`src/rtl/fdc_rate_pkg.sv`:
```
package fdc_rate_pkg;

    typedef enum logic [1:0] {
        RATE_500K = 2'b00,
        RATE_300K = 2'b01,
        RATE_250K = 2'b10,
        RATE_1M   = 2'b11
    } rate_e;

    localparam int RATE_COUNT = 4;

    // Decoded request of one host port for the current cycle
    typedef struct packed {
        logic  cfg_hit;   // write to the configuration control offset
        logic  sel_hit;   // write to the data rate select offset
        rate_e code;      // rate field carried by the write
    } port_req_t;

    function automatic logic [RATE_COUNT-1:0] rate_onehot(input rate_e code);
        logic [RATE_COUNT-1:0] v;
        v = '0;
        v[code] = 1'b1;
        return v;
    endfunction

endpackage

```
`src/rtl/fdc_rate_port_dec.sv`:
```
module fdc_rate_port_dec
    import fdc_rate_pkg::*;
#(
    parameter int ADDR_W = 3,
    parameter int DATA_W = 8,
    parameter int CFG_OFS = 7,
    parameter int SEL_OFS = 4,
    parameter logic [DATA_W-1:0] IDLE_VAL = '1
) (
    input  logic              wr,
    input  logic              rd,
    input  logic [ADDR_W-1:0] addr,
    input  logic [DATA_W-1:0] wdata,
    output port_req_t         req,
    output logic [DATA_W-1:0] rdata
);
    localparam logic [ADDR_W-1:0] CFG_A = ADDR_W'(CFG_OFS);
    localparam logic [ADDR_W-1:0] SEL_A = ADDR_W'(SEL_OFS);

    always_comb begin
        req.cfg_hit = wr && (addr == CFG_A);
        req.sel_hit = wr && (addr == SEL_A);
        req.code    = rate_e'(wdata[1:0]);
    end

    // The configuration offset cannot be read: it returns the idle bus value
    assign rdata = (rd && (addr == CFG_A)) ? IDLE_VAL : '0;

    // Reserved bits above the rate field are discarded
    logic wdata_unused;
    assign wdata_unused = ^wdata[DATA_W-1:2];

endmodule

```
`src/rtl/fdc_rate_arb.sv`:
```
module fdc_rate_arb
    import fdc_rate_pkg::*;
#(
    parameter int NP = 2
) (
    input  port_req_t [NP-1:0] reqs,
    output logic               upd,
    output rate_e              nxt
);
    always_comb begin
        logic  cfg_any;
        logic  sel_any;
        rate_e cfg_code;
        rate_e sel_code;
        cfg_any  = 1'b0;
        sel_any  = 1'b0;
        cfg_code = RATE_500K;
        sel_code = RATE_500K;
        // Scan from the top so the lowest index is assigned last and wins
        for (int i = NP - 1; i >= 0; i--) begin
            if (reqs[i].cfg_hit) begin
                cfg_any  = 1'b1;
                cfg_code = reqs[i].code;
            end
            if (reqs[i].sel_hit) begin
                sel_any  = 1'b1;
                sel_code = reqs[i].code;
            end
        end
        upd = cfg_any || sel_any;
        nxt = sel_any ? sel_code : cfg_code;
    end

endmodule

```
`src/rtl/fdc_rate_reg.sv`:
```
module fdc_rate_reg
    import fdc_rate_pkg::*;
#(
    parameter rate_e HW_CODE = RATE_250K
) (
    input  logic  clk,
    input  logic  rst,
    input  logic  upd,
    input  rate_e nxt,
    output rate_e q
);
    always_ff @(posedge clk) begin
        if (rst)
            q <= HW_CODE;
        else if (upd)
            q <= nxt;
    end

endmodule

```
`src/rtl/fdc_rate_sel.sv`:
```
module fdc_rate_sel
    import fdc_rate_pkg::*;
#(
    parameter int NP = 2,
    parameter int ADDR_W = 3,
    parameter int CFG_OFS = 7,
    parameter int SEL_OFS = 4,
    parameter logic [7:0] IDLE_VAL = 8'hFF
) (
    input  logic                        clk,
    input  logic                        rst,
    input  logic                        soft_rst,
    input  logic [NP-1:0]               host_wr,
    input  logic [NP-1:0]               host_rd,
    input  logic [NP-1:0][ADDR_W-1:0]   host_addr,
    input  logic [NP-1:0][7:0]          host_wdata,
    output logic [NP-1:0][7:0]          host_rdata,
    output logic [1:0]                  rate_code,
    output logic [RATE_COUNT-1:0]       rate_sel
);
    port_req_t [NP-1:0] reqs;
    logic  upd;
    rate_e nxt;
    rate_e cur;

    for (genvar p = 0; p < NP; p++) begin : g_port
        fdc_rate_port_dec #(
            .ADDR_W  (ADDR_W),
            .DATA_W  (8),
            .CFG_OFS (CFG_OFS),
            .SEL_OFS (SEL_OFS),
            .IDLE_VAL(IDLE_VAL)
        ) dec_i (
            .wr   (host_wr[p]),
            .rd   (host_rd[p]),
            .addr (host_addr[p]),
            .wdata(host_wdata[p]),
            .req  (reqs[p]),
            .rdata(host_rdata[p])
        );
    end

    fdc_rate_arb #(.NP(NP)) arb_i (
        .reqs(reqs),
        .upd (upd),
        .nxt (nxt)
    );

    fdc_rate_reg #(.HW_CODE(RATE_250K)) reg_i (
        .clk(clk),
        .rst(rst),
        .upd(upd),
        .nxt(nxt),
        .q  (cur)
    );

    assign rate_code = cur;
    assign rate_sel  = rate_onehot(cur);

    // The rate field survives a software reset, so the pulse is not consumed here
    logic soft_rst_unused;
    assign soft_rst_unused = soft_rst;

endmodule

```
`config.mk`:
```
export PLATFORM = sky130hd
export DESIGN_NAME = fdc_rate_sel
export DESIGN_NICKNAME = d
export VERILOG_FILES = /design/src/rtl/fdc_rate_pkg.sv /design/src/rtl/fdc_rate_port_dec.sv /design/src/rtl/fdc_rate_arb.sv /design/src/rtl/fdc_rate_reg.sv /design/src/rtl/fdc_rate_sel.sv
export SDC_FILE = /design/constraint.sdc
export NUM_CORES = 1
export LEC_CHECK = 0
export ABC_AREA = 1
export BUFFER_PORTS_ARGS = -buffer_cell sky130_fd_sc_hd__buf_4
export CAP_MARGIN = 25
export CORE_AREA = 2 2 39 41
export CTS_CLUSTER_DIAMETER = 40
export CTS_CLUSTER_SIZE = 16
export DETAILED_ROUTE_END_ITERATION = 12
export DIE_AREA = 0 0 41 43
export PLACE_DENSITY = 0.69
export SYNTH_ARGS = -nofsm -noshare
export SYNTH_HDL_FRONTEND = slang
export SYNTH_SLANG_ARGS = --single-unit
export TNS_END_PERCENT = 5
```
`constraint.sdc`:
```
create_clock -name clk -period 2.6 [get_ports clk]
set_clock_uncertainty 0.15 [all_clocks]
set_input_delay 0.52 -clock clk [delete_from_list [all_inputs] [get_ports clk]]
set_output_delay 0.52 -clock clk [all_outputs]
set_load 0.05 [all_outputs]
```
After elaboration in Yosys (flattened, before gate mapping)

Cells that the tools add are included.

Register bits: 2
Bits of input ports: 29
Output and inout port bits: 22
Word-level logic and storage cells: 28

$lt $le $gt $ge: 2
Eq/ne operators: 4
Mux-type cells: 13
Reductions and logical operators: 8

Operators by type and width:

| kind                                                              | number |
|---|---|
| two-way mux 8 bit                                                 | 2 |
| == test 3 bit, second input constant                              | 4 |
| two-way mux 2 bit                                                 | 5 |
| logical AND 1 bit                                                 | 7 |
| two-way mux 1 bit                                                 | 5 |
| < comparator 2 x 3 -> 1 bit, second input constant                | 1 |
| demux 1 bit (select 2 bit)                                        | 1 |
| greater-or-equal comparator 2 x 1 -> 1 bit, second input constant | 1 |
| logical OR 1 bit                                                  | 1 |

Depth between registers and ports, before layout

Gate-level depths: netlist of the first run.

Depth in word-level cells: 5
Depth in mapped cells: 9
Gate-level depth less buffers: 9

Hierarchy

From an unflattened synthesis of the first run, not the netlist that was laid out.

Cell total of the unflattened synthesis: 77
Area, all modules: 402.9 µm²

By module, submodules not included:

| module            | times used | cells an instance | area each (µm²) | seq. area each (µm²) |
|---|---|---|---|---|
| fdc_rate_port_dec | 2          | 19                | 106.4           | 0.0 |
| fdc_rate_arb      | 1          | 20                | 85.1            | 0.0 |
| fdc_rate_reg      | 1          | 12                | 78.8            | 40.0 |
| fdc_rate_sel      | 1          | 7                 | 26.3            | 0.0 |

Worst setup path before layout of the first run

No wires, ideal clock.

Path type: in2out
From: in host_addr[1] (netlist name)
To: out host_rdata[1] (netlist name)
Data arrival time: 1.839 ns
Required time: 1.930 ns
Slack: 0.091 ns
Stages: 3
Buffers on the path: 1
Cells stage by stage: nand3_2 nor2_1 buf_4

RTL lines:

| item            | RTL line           | source |
|---|---|---|
| start, declared | fdc_rate_sel.sv:15 | `input logic [NP-1:0][ADDR_W-1:0] host_addr,` |
| end, declared   | fdc_rate_sel.sv:17 | `output logic [NP-1:0][7:0] host_rdata,` |

==> results.tsv, run 1 <==
stage	metric	value	unit
synthesis	Top FF cell, synth	dfxtp_1	
worst_hold_path	worst-case hold path end point	reg_i.q[1]	
floorplanning	chip width	41	µm
worst_setup_path	CP arrival	1.36	ns
worst_setup_path	Worst EP required	1.93	ns
synthesis	Netlist Area Pre-Place	353	µm²
timing	Final setup violation count	0	
placement	DP HPWL	747	µm
worst_setup_path	Worst path slowest cell	nor2_1	
placement	global placer's final weighted congestion	0.735	
synthesis	Synth Instances	60	
finish	# nets final	117	
worst_hold_path	Worst Hold Class	input pin to flop	
clock_network	CTS tree	built	
clock_network	H-tree Lvls	1	
global_routing	initial antenna violation count	0	
clock_network	later-pin clock latency in the skew report	0.23	ns
global_routing	vias in the first global route	344	
clock_network	post-CTS sizing	0	
worst_hold_path	Hold Path Depth	3	
status	status	completed	
timing	Max-slew headroom	70.5	%
floorplanning	CORE AREA	1380	µm²
worst_setup_path	RR Startpoint	reg_i.q[0]	
floorplanning	Die ar.	1760	µm²
synthesis	synth unique cells	11	
synthesis	synth cell count leaders	buf_4, nor2_1, inv_1	
clock_network	clk buf depth	2	
synthesis	syn_area_per_cell	5.88	µm²
worst_setup_path	Startpoint Class	input pin	
worst_setup_path	CP cell instances	buf_4 -> nand3_2 -> nor2_1 -> buf_4	
clock_network	CTS Hold Bufs	0	
finish	layout cells sized above 1	54.7	%
finish	diode count	0	
worst_hold_path	hold wc startpoint	host_wdata[1]	
synthesis	largest cells by area after synthesis	buf_4, nor2_1, inv_1, dfxtp_1, nand2_1	
synthesis	Synth Net Count	89	
floorplanning	DIE HEIGHT	43	µm
placement	I/O Buffers	37	
global_routing	met1 Usage GRT	10.2	%
worst_setup_path	CP endpoint kind	output pin	
global_routing	met3 GRT Util	3.14	%
job	max capacitance violation total	0	
clock_network	CTS Buf Count	3	
clock_network	clk sink count	2	
global_routing	Total GRT Usage	10.5	%
route	DR DRC count	0	
timing	Slew @ Worst Pin	0.441	ns
synthesis	top cell type's share of synthesized area	29.8	%
worst_setup_path	maximum fanout along the worst path	8	
power_and_ir_drop	Leak Pwr	0.353	nW
worst_setup_path	reg2reg path depth	2	
finish	Most flops, register	reg_i.q	
timing	Final period util	78.1	%
floorplanning	Row Count	14	
route	1st-iter DRT viols	5	
clock_network	clock transition at the registers of the reported paths	0.03	ns
finish	Regs by FF count	reg_i.q (2)	
route	drt pass-1 iters	4	
global_routing	pin count of the biggest net entering global routing	9	
synthesis	EDFF count, synth	0	
power_and_ir_drop	Max rail drop VDD	0.000208	V
worst_setup_path	flop2flop setup slack	1.76	ns
timing	max-slew violations	0	
synthesis	count leader, synth	buf_4	
power_and_ir_drop	Total Power	0.228	mW
floorplanning	Starting Density	25.5	%
timing	Setup TNS	0	ns
global_routing	first-pass GRT wire length	1.24	mm
synthesis	cell taking the most area after synthesis	buf_4	
worst_setup_path	FF-to-FF End	reg_i.q[0]	
clock_network	Root Driver	clkbuf_4	
route	final WL	887	µm
timing	Hold Vio Cnt, Final	0	
worst_setup_path	Worst Setup Path Type	input pin to output pin	
finish	final core utilization	41.0	%
route	Final ANT Viol Nets	0	
worst_setup_path	Critical Path Most Common Cell	buf_4	
timing	clock period minus worst slack	2.03	ns
route	WL/cell	8.70	µm
placement	Placed Instances	99	
clock_network	setup bufs post-CTS	0	
synthesis	synth warn	0	
worst_setup_path	CP peak stage delay	0.36	ns
timing	RSZ-0062 raised after global routing	no	
synthesis	register area share after synthesis	11.3	%
timing	highest clock rate	493	MHz
synthesis	async set or reset register ratio after synthesis	0	%
finish	Area growth syn-to-layout	61.0	%
finish	final non-filler cell total	102	
global_routing	grt total ovfl	0	
global_routing	Top Usage Layer GRT	met2	
route	vias	415	
finish	max reg flops	2	
route	post-DR vias/cell	4.07	
global_routing	M2 GR Usage	17.2	%
floorplanning	I/O Pins	51	
synthesis	post-synthesis register bit count	2	
power_and_ir_drop	pwr/cell area	402	nW/µm²
==> worst max-delay path by stage <==
stage / start / endpoint / cells after the start
after floorplan: host_addr[1] / host_rdata[1] / 3
after global placement: host_addr[1] / host_rdata[4] / 4
after detailed placement: host_addr[0] / host_rdata[3] / 4
after CTS: host_addr[0] / host_rdata[3] / 4
after global routing: host_addr[1] / host_rdata[2] / 4
final: host_addr[1] / host_rdata[3] / 4
==> cells in the final DEF (no fill, tap or decap) <==
| cell type | netlist | routed |
|---|---|---|
| nand2_1 | 7 | 7 |
| inv_1 | 11 | 11 |
| nor2_1 | 12 | 12 |
| nand3_1 | 3 | 3 |
| nand2_2 | 4 | 4 |
| clkbuf_4 | 0 | 3 |
| buf_4 | 14 | 37 |
| dfxtp_1 | 2 | 2 |
| o21ai_0 | 1 | 1 |
| nor2_4 | 1 | 1 |
| nand4_1 | 3 | 3 |
| nand3_2 | 2 | 2 |
==> where the power goes <==
part	total, mW	switching [mW]	internal (mW)	leakage (nW)
Clock	0.0717	0.0206	0.0512	0.0138
Combinational	0.119	0.0774	0.0413	0.322
Sequential	0.0378	0.00404	0.0338	0.0165
Total	0.228	0.102	0.126	0.353
==> worst max-delay path, delay by kind of cell <==
family                 cells  cell delay (ns)
AND/OR/NAND/NOR            2             0.46
buffers and inverters      2             0.38
==> layout make-up <==
type,count,area [µm²]
fill,141,816
timing repair buffer,37,278
multi-input combinational,33,166
inverter,11,41.3
sequential,2,40.0
clock buffer,3,22.5
tap,16,20.0
==> metal layers <==
metal  wire length [µm]  vias up
met5                  0        -
met1                325      167
met2                433       26
met3                111        2
met4                 17        0
li1                   -      220
==> logic make-up (layout without fill, tap and decap cells) <==
group | after synthesis | in the layout | synth area share (%)
buf+inv | 25 | 51 | 41.5
compound gates | 1 | 1 | 1.42
flops | 2 | 2 | 11.3
simple gates | 32 | 32 | 45.7
==> per-stage QoR <==
stage               area [µm²]  setup slack [ns]  hold WS [ns]
floorplan                  353            0.0911         0.496
global placement           546             0.604         0.431
detailed placement         546             0.556         0.452
CTS                        568             0.556         0.375
global route               568             0.448         0.385
finish                     568             0.570         0.379
No activity file was read; power rests on OpenSTA's default activity.
==> inputs of run 2 (changes only) <==
==> constraint.sdc (replaced) <==
create_clock -name clk -period 2.11 [get_ports clk]
set_clock_uncertainty 0.15 [all_clocks]
set_input_delay 0.422 -clock clk [delete_from_list [all_inputs] [get_ports clk]]
set_output_delay 0.422 -clock clk [all_outputs]
set_load 0.05 [all_outputs]
==> results.tsv, run 2 (synthesis gave the netlist of run 1 again) <==
stage	metric	value	unit	change
floorplanning	chip width	41	µm	unchanged
clock_network	CTS Hold Bufs	0		unchanged
timing	Slew @ Worst Pin	0.425	ns	-0.0158 ns
finish	most frequent cells in the layout	buf_4, inv_1, nor2_1, nand2_1, nand2_2		
clock_network	CTS tree	built		
global_routing	first-pass GRT wire length	1.15	mm	-7.8%
placement	Placed Instances	99		unchanged
clock_network	clock transition at the registers of the reported paths	0.03	ns	about the same
floorplanning	I/O Pins	51		unchanged
power_and_ir_drop	Leak Pwr	0.353	nW	about the same
worst_setup_path	Worst EP required	1.54	ns	-0.39 ns
global_routing	initial antenna violation count	0		unchanged
power_and_ir_drop	NetSw	0.122	mW	+20%
finish	Area growth syn-to-layout	61.7	%	
global_routing	grt total ovfl	0		unchanged
floorplanning	Die ar.	1760	µm²	unchanged
timing	RSZ-0062 raised after global routing	no		
timing	Hold Vio Cnt, Final	0		unchanged
finish	commonest non-fill, non-tap cell in the layout	buf_4		
finish	cell area after layout	571	µm²	+0.44%
route	DR DRC count	0		unchanged
status	status	completed		
finish	# nets final	117		unchanged
worst_setup_path	CP peak stage delay	0.35	ns	about the same
clock_network	CTS Buf Count	3		unchanged
worst_setup_path	Worst Setup Path Type	input pin to output pin		
clock_network	clk buf depth	2		unchanged
clock_network	H-tree Lvls	1		unchanged
floorplanning	CORE AREA	1380	µm²	unchanged
global_routing	Total GRT Usage	9.32	%	-1.2 points
power_and_ir_drop	Max rail drop VDD	0.000335	V	+61%
route	drt pass-1 iters	3		-1
finish	Regs by FF count	reg_i.q (2)		
power_and_ir_drop	Sw Share	44.0	%	-0.71 points
clock_network	post-CTS sizing	0		unchanged
timing	Final WS setup	0.297	ns	-0.273 ns
power_and_ir_drop	part of the power in registers	16.7	%	about the same
worst_hold_path	Worst Hold Class	input pin to flop		
global_routing	vias in the first global route	326		-5.2%
placement	DP Area	548	µm²	+0.46%
route	1st-iter DRT viols	5		unchanged
route	vias	408		-1.7%
job	max capacitance violation total	0		unchanged
clock_network	later-pin clock latency in the skew report	0.22	ns	about the same
route	post-DR vias/cell	4.00		-1.7%
clock_network	setup bufs post-CTS	0		unchanged
placement	DP HPWL	671	µm	-10%
timing	max-slew violations	0		unchanged
worst_setup_path	CP cell instances	buf_4 -> nand3_1 -> nor2_1 -> buf_4		
finish	diode count	0		unchanged
power_and_ir_drop	pwr/cell area	486	nW/µm²	+21%
route	Final ANT Viol Nets	0		unchanged
floorplanning	Starting Density	25.5	%	unchanged
worst_setup_path	Critical Path Most Common Cell	buf_4		
power_and_ir_drop	internal power	0.155	mW	+23%
timing	Max-slew headroom	71.6	%	+1.1 points
route	final WL	787	µm	-11%
placement	I/O Buffers	37		unchanged
worst_setup_path	CP arrival	1.24	ns	-0.12 ns
worst_setup_path	maximum fanout along the worst path	8		unchanged
timing	clock period minus worst slack	1.81	ns	
finish	layout cells sized above 1	55.8	%	+1.2 points
worst_setup_path	CP endpoint kind	output pin		
timing	highest clock rate	552	MHz	
clock_network	clk sink count	2		unchanged
power_and_ir_drop	clock share of power	30.7	%	-0.7 points
timing	worst hold margin	0.268	ns	-0.111 ns
placement	dpl ws	0.286	ns	-0.270 ns
placement	global placer's final weighted congestion	0.690		-6.1%
timing	Setup TNS	0	ns	unchanged
timing	Final period util	85.9	%	
power_and_ir_drop	Comb power frac	52.6	%	+0.6 points
global_routing	pin count of the biggest net entering global routing	9		unchanged
timing	Final setup violation count	0		unchanged
route	WL/cell	7.72	µm	-11%
floorplanning	DIE HEIGHT	43	µm	unchanged
finish	Most flops, register	reg_i.q		
finish	max reg flops	2		unchanged
floorplanning	Row Count	14		unchanged
finish	final non-filler cell total	102		unchanged
clock_network	Root Driver	clkbuf_4		
worst_setup_path	Worst path slowest cell	nor2_1		
worst_setup_path	Startpoint Class	input pin		
run 2: changes by cell type in the layout (fill, tap and decap cells not counted):
cell | previous run | this run
nor2_1 | 12 | 11
nor2_2 | 0 | 1
run 2: critical path, delay by kind of cell:
family	cells	cell delay, ns
buffers and inverters	2	0.37
and+or+nand+nor	2	0.44
run 2: layer usage:
| metal | vias to the layer above | track usage, % | wire length, µm |
|---|---|---|---|
| li1 | 219 | - | - |
| met1 | 163 | 10.2 | 302 |
| met2 | 26 | 14.4 | 374 |
| met3 | 0 | 4.71 | 111 |
| met4 | 0 | 4.00 | 0 |
| met5 | - | 0 | 0 |
run 2: cell type report:
| type | instances | area (µm²) |
|---|---|---|
| Clock buffer | 3 | 22.5 |
| Fill cell | 154 | 813 |
| Inverter | 11 | 41.3 |
| Multi-Input combinational cell | 33 | 169 |
| Sequential cell | 2 | 40.0 |
| Tap cell | 16 | 20.0 |
| Timing Repair Buffer | 37 | 278 |
run 2: worst paths after layout:
check | from | to | slack [ns] | cells after the start
setup reg to reg | reg_i.q[0] | reg_i.q[0] | 1.28 | 2
hold reg to reg | reg_i.q[1] | reg_i.q[1] | 0.43 | 2
setup / recovery | host_addr[3] | host_rdata[12] | 0.30 | 4
hold / removal | rst | reg_i.q[1] | 0.27 | 3
run 2: stage by stage:
stage	utilization [%]	total power [mW]
2_1_floorplan	-	0.148
3_3_place_gp	39.6	0.193
3_5_place_dp	39.6	0.194
4_1_cts	41.2	0.282
5_1_grt	41.2	0.293
6_report	41.2	0.277
run 2: power by group through the flow:
stage / sequential (mW) / clock [mW] / combinational [mW]
5_1_grt: 0.0469 / 0.0913 / 0.155
4_1_cts: 0.0465 / 0.0883 / 0.147
3_3_place_gp: 0.0468 / 0 / 0.146
6_report: 0.0464 / 0.0852 / 0.146
2_1_floorplan: 0.0580 / 0 / 0.0896
3_5_place_dp: 0.0469 / 0 / 0.147
